`config.mk`:
```
export PLATFORM = sky130hd
export DESIGN_NAME = ckw_serial_unit
export DESIGN_NICKNAME = d
export VERILOG_FILES = /design/src/rtl/ckw_pkg.sv /design/src/rtl/ckw_divider.sv /design/src/rtl/ckw_fsm.sv /design/src/rtl/ckw_serial_unit.sv
export SDC_FILE = /design/constraint.sdc
export NUM_CORES = 1
export LEC_CHECK = 0
export BUFFER_PORTS_ARGS = -buffer_cell sky130_fd_sc_hd__buf_2
export CORE_MARGIN = 4
export CORE_UTILIZATION = 38
export CTS_CLUSTER_SIZE = 24
export DETAILED_ROUTE_END_ITERATION = 10
export PLACE_DENSITY = 0.62
export SETUP_SLACK_MARGIN = 0.05
export SLEW_MARGIN = 20
export SYNTH_ARGS = -nofsm -noshare
export SYNTH_HDL_FRONTEND = slang
export SYNTH_HIERARCHICAL = 1
export SYNTH_SLANG_ARGS = --single-unit
```
`constraint.sdc`:
```
create_clock -name clk -period 3.4 [get_ports clk]
set_input_delay 0.17 -clock clk [delete_from_list [all_inputs] [get_ports clk]]
set_output_delay 0.17 -clock clk [all_outputs]
set_load 0.005 [all_outputs]
```
`src/rtl/ckw_pkg.sv`:
```
package ckw_pkg;
    typedef enum logic [1:0] {
        ST_ACCUM  = 2'd0,
        ST_EMIT   = 2'd1,
        ST_VERIFY = 2'd2,
        ST_DONE   = 2'd3
    } ckw_state_e;

    typedef enum logic {
        MODE_GEN = 1'b0,
        MODE_CHK = 1'b1
    } ckw_mode_e;
endpackage

```
`src/rtl/ckw_divider.sv`:
```
module ckw_divider #(
    parameter int             W    = 12,
    parameter logic [W-1:0]   POLY = 12'h80F
) (
    input  logic         clk,
    input  logic         rst_n,
    input  logic         clr,
    input  logic         step,
    input  logic         feed,
    input  logic         din,
    output logic [W-1:0] rem
);
    logic         fb;
    logic [W-1:0] nxt;

    // feedback only while dividing; a plain shift otherwise
    assign fb = feed & (rem[W-1] ^ din);

    generate
        for (genvar i = 0; i < W; i++) begin : g_tap
            if (i == 0) begin : g_lsb
                if (POLY[0]) begin : g_fb
                    assign nxt[0] = fb;
                end else begin : g_nofb
                    assign nxt[0] = 1'b0;
                end
            end else begin : g_up
                if (POLY[i]) begin : g_fb
                    assign nxt[i] = rem[i-1] ^ fb;
                end else begin : g_nofb
                    assign nxt[i] = rem[i-1];
                end
            end
        end
    endgenerate

    always_ff @(posedge clk or negedge rst_n) begin
        if (!rst_n)
            rem <= '0;
        else if (clr)
            rem <= '0;
        else if (step)
            rem <= nxt;
    end
endmodule

```
`src/rtl/ckw_fsm.sv`:
```
module ckw_fsm
    import ckw_pkg::*;
#(
    parameter int W = 12
) (
    input  logic clk,
    input  logic rst_n,
    input  logic clr,
    input  logic vld,
    input  logic tail,
    input  logic mode,
    output logic step,
    output logic feed,
    output logic emit,
    output logic verify,
    output logic done
);
    localparam int CW = $clog2(W);

    ckw_state_e    state, state_nxt;
    logic [CW-1:0] cnt;
    logic          last;

    assign last = (cnt == CW'(W - 1));

    // state register
    always_ff @(posedge clk or negedge rst_n) begin
        if (!rst_n)
            state <= ST_ACCUM;
        else
            state <= state_nxt;
    end

    // checkword bit counter
    always_ff @(posedge clk or negedge rst_n) begin
        if (!rst_n)
            cnt <= '0;
        else if (clr || state == ST_ACCUM)
            cnt <= '0;
        else if ((state == ST_EMIT || state == ST_VERIFY) && vld)
            cnt <= cnt + CW'(1);
    end

    // transitions
    always_comb begin
        state_nxt = state;
        if (clr) begin
            state_nxt = ST_ACCUM;
        end else begin
            unique case (state)
                ST_ACCUM:  if (tail) state_nxt = (ckw_mode_e'(mode) == MODE_CHK) ? ST_VERIFY : ST_EMIT;
                ST_EMIT:   if (vld && last) state_nxt = ST_DONE;
                ST_VERIFY: if (vld && last) state_nxt = ST_DONE;
                ST_DONE:   state_nxt = ST_DONE;
            endcase
        end
    end

    // outputs
    always_comb begin
        step   = 1'b0;
        feed   = 1'b0;
        emit   = 1'b0;
        verify = 1'b0;
        done   = 1'b0;
        unique case (state)
            ST_ACCUM: begin
                feed = 1'b1;
                step = vld && !tail && !clr;
            end
            ST_EMIT: begin
                step = vld && !clr;
                emit = vld && !clr;
            end
            ST_VERIFY: begin
                step   = vld && !clr;
                verify = vld && !clr;
            end
            ST_DONE: done = 1'b1;
        endcase
    end
endmodule

```
`src/rtl/ckw_serial_unit.sv`:
```
module ckw_serial_unit #(
    parameter int           W    = 12,
    parameter logic [W-1:0] POLY = 12'h80F
) (
    input  logic         clk,
    input  logic         rst_n,
    input  logic         clr_i,
    input  logic         err_clr_i,
    input  logic         bit_i,
    input  logic         vld_i,
    input  logic         mode_i,
    input  logic         tail_i,
    output logic         ckw_bit_o,
    output logic         ckw_vld_o,
    output logic [W-1:0] rem_o,
    output logic         err_o,
    output logic         done_o
);
    logic step, feed, emit, verify, mismatch;

    ckw_fsm #(.W(W)) u_fsm (
        .clk    (clk),
        .rst_n  (rst_n),
        .clr    (clr_i),
        .vld    (vld_i),
        .tail   (tail_i),
        .mode   (mode_i),
        .step   (step),
        .feed   (feed),
        .emit   (emit),
        .verify (verify),
        .done   (done_o)
    );

    ckw_divider #(.W(W), .POLY(POLY)) u_div (
        .clk   (clk),
        .rst_n (rst_n),
        .clr   (clr_i),
        .step  (step),
        .feed  (feed),
        .din   (bit_i),
        .rem   (rem_o)
    );

    assign mismatch  = verify && (bit_i != rem_o[W-1]);
    assign ckw_vld_o = emit;
    assign ckw_bit_o = emit & rem_o[W-1];

    always_ff @(posedge clk or negedge rst_n) begin
        if (!rst_n)
            err_o <= 1'b0;
        else if (err_clr_i)
            err_o <= 1'b0;
        else if (mismatch)
            err_o <= 1'b1;
    end
endmodule

```
==> metrics <==
most frequent cells in the layout=23 x buf_2, 19 x dfrtp_1, 10 x nor2_1; Vias/cell=5.39; GRT Residual Overflow=0; Max-Cap Viols=0; Clock Skew=0.00130 ns; vias in the first global route=747; Post-Synthesis Cells=97; share of layout cells above drive strength 1=27.0%; Rows=18; setup_tns=0 ns; IO buf count=23; Pwr Density=543 nW/µm²; Synth warnings=6; CTS max path bufs=2; R2R setup slack=1.16 ns; Slew Limit Fails=0; Die ar.=3570 µm²; crit path DAT=2.48 ns; Die Wd=59.7 µm; Hold Fails Final Rpt=0; Syn Area/Cell=10.5 µm²; Final min period=2.24 ns; main combinational cell family by area after synthesis=simple AND/OR/NAND/NOR gates; Sink Count=19; Initial Utilization=40.3%; drt first pass iters=5; Final ANT Viol Nets=0; #FFs+latches synth=19; TritonCTS Buffers=3; Worst Hold Class=primary input to flip-flop; CTS tree=done; Worst Setup SP=u_fsm/state[1]$_DFFE_PN0P_; # DRC=0; worst-margin pin slew=0.436 ns; Max transition margin=70.7%; Post-Route WL=2130 µm; Worst Setup Start Kind=flip-flop; leakage power=0.583 nW; GR Util All Layers=12.8%; first-pass GRT wire length=3330 µm; die extent in y=59.7 µm; post-route total power=0.652 mW; initial antenna violation count=0; most common cell after layout, fill and taps aside=buf_2; status=finished clean; via count=819; insertion delay to the later sink of the worst-skew pair=0.30 ns; count of cell types in the netlist=32; DR iter-0 viols=30; Peak VDD IR=0.243 mV; critical path capture point type=flip-flop; CTS HTree Levels=1; Ports=24; clock input transition at the sequential cells of the worst setup and hold paths=0.11 ns; RR Startpoint=u_fsm/state[1]$_DFFE_PN0P_; Root Buffer=clkbuf_4; Crit Path Max Fanout=18; complex-gate fraction of the synthesized area=14.1%; register area share after synthesis=46.7%; Synth Area in XOR/XNOR=3.44%; WL/cell=14.0 µm; Final #Nets=136; critical path required time=3.64 ns; setup violators final=0; largest net degree at the start of global routing=22; gpl congestion=0.728; HPWL Detailed=1500 µm; area delta synth->final=18.0%; f_max=0.446 GHz; critical path class=flip-flop to flip-flop; simple-gate share of the synthesized area=17.1%; adder-cell share of the synthesized area=6.15%; antenna diode count=0; FF-to-FF path depth=8; RSZ-0062 raised after global routing=no; Core Area=2520 µm²; post-synthesis mux area share=7.87%; mapped cell area=1020 µm²; Critical Path Sink=u_div/rem[11]$_DFFE_PN0P_; Synth Net Count=110; fin crit share=66.0%; Critical R2R Capture=u_div/rem[11]$_DFFE_PN0P_; Post-CTS Setup Inserts=0
through the flow:
step,utilization [%],hold slack (ns),setup slack [ns],cells,instance area (µm²)
after floorplan,-,-0.126,1.56,97,1020
after global placement,46.0,0.140,1.34,147,1160
after detailed placement,46.0,0.138,1.20,147,1160
after CTS,47.6,0.0483,1.17,152,1200
after global routing,47.6,0.0542,1.05,152,1200
final,47.6,0.0568,1.16,152,1200
worst min path at each step:
stage / endpoint / startpoint / depth (start not counted) / slack [ns]
after floorplan: err_o$_DFFE_PN0P_ / rst_n / 0 / -0.13
after global placement: u_fsm/state[0]$_DFFE_PN0P_ / rst_n / 1 / 0.14
after detailed placement: u_fsm/state[0]$_DFFE_PN0P_ / rst_n / 1 / 0.14
after CTS: err_o$_DFFE_PN0P_ / err_clr_i / 2 / 0.05
after global routing: u_fsm/state[0]$_DFFE_PN0P_ / mode_i / 2 / 0.05
final: err_o$_DFFE_PN0P_ / err_clr_i / 2 / 0.06
layer usage:
layer  up-vias  wire length, µm  track usage [%]
li1        398                -                -
met1       393              957             15.6
met2        24             1010             20.5
met3         4              126             3.89
met4         0               36             5.70
met5         -                0                0
worst max-delay path: stages (launching register included):
cell and delay (ns):
dfrtp_1 0.42, inv_1 0.11, ha_1 0.39, a21oi_1 0.15, nor4b_2 0.25, buf_4 0.29
nand3b_1 0.13, a211o_1 0.31, a21oi_1 0.14
report_power, final:
part           leakage, nW  switching (mW)  total (mW)  internal (mW)
combinational        0.307           0.148       0.254          0.105
clock               0.0139          0.0762       0.121         0.0449
sequential           0.261          0.0247       0.277          0.252
cells in the mapped netlist:
library cell	instances	share of area [%]
o22ai_1	1	0.62
a211oi_2	1	1.2
o21ai_1	1	0.49
nor2_1	10	3.7
xor2_1	2	1.7
o21ai_0	4	2.0
xnor2_1	2	1.7
a21oi_1	4	2.0
nand2_1	1	0.37
a32oi_1	1	0.86
buf_4	2	1.5
nor3_1	3	1.5
buf_2	1	0.49
a21bo_2	1	0.98
nand3_1	2	0.98
a211o_1	1	0.86
dfrtp_1	19	47
a22o_1	1	0.86
or3_1	4	2.5
mux2i_1	8	7.9
clkbuf_1	1	0.37
nor4b_1	1	0.86
nand2b_1	3	1.8
nand2_2	1	0.62
a221oi_1	2	1.7
nand3b_1	2	1.5
and3b_1	2	1.7
and2_2	1	0.74
a311oi_1	3	2.6
ha_1	5	6.2
nand4b_1	1	0.86
inv_1	6	2.2
logic make-up after synthesis:
family,after synthesis
xor+xnor,4
flops,19
mux,8
fa+ha+maj,5
compound gates,20
buf+inv,10
simple gates,31
area by class of cell:
class                      count  area (µm²)
fill                         242        1320
multi-input combinational     68         502
sequential                    19         475
timing repair buffer          25         133
tap                           30        37.5
clock buffer                   3        22.5
inverter                       6        22.5
clock inverter                 1        7.51
flip-flops by register name (all words and copies together) (netlist names):
name,flops
u_div/rem,12
u_fsm/cnt,4
u_fsm/state,2
err_o,1
what timing repair did:
action	CTS	global route
hold buffers	1	0
resized for setup	0	0
endpoints found under the hold margin	19	0
Power figures use the tool's default switching activity.
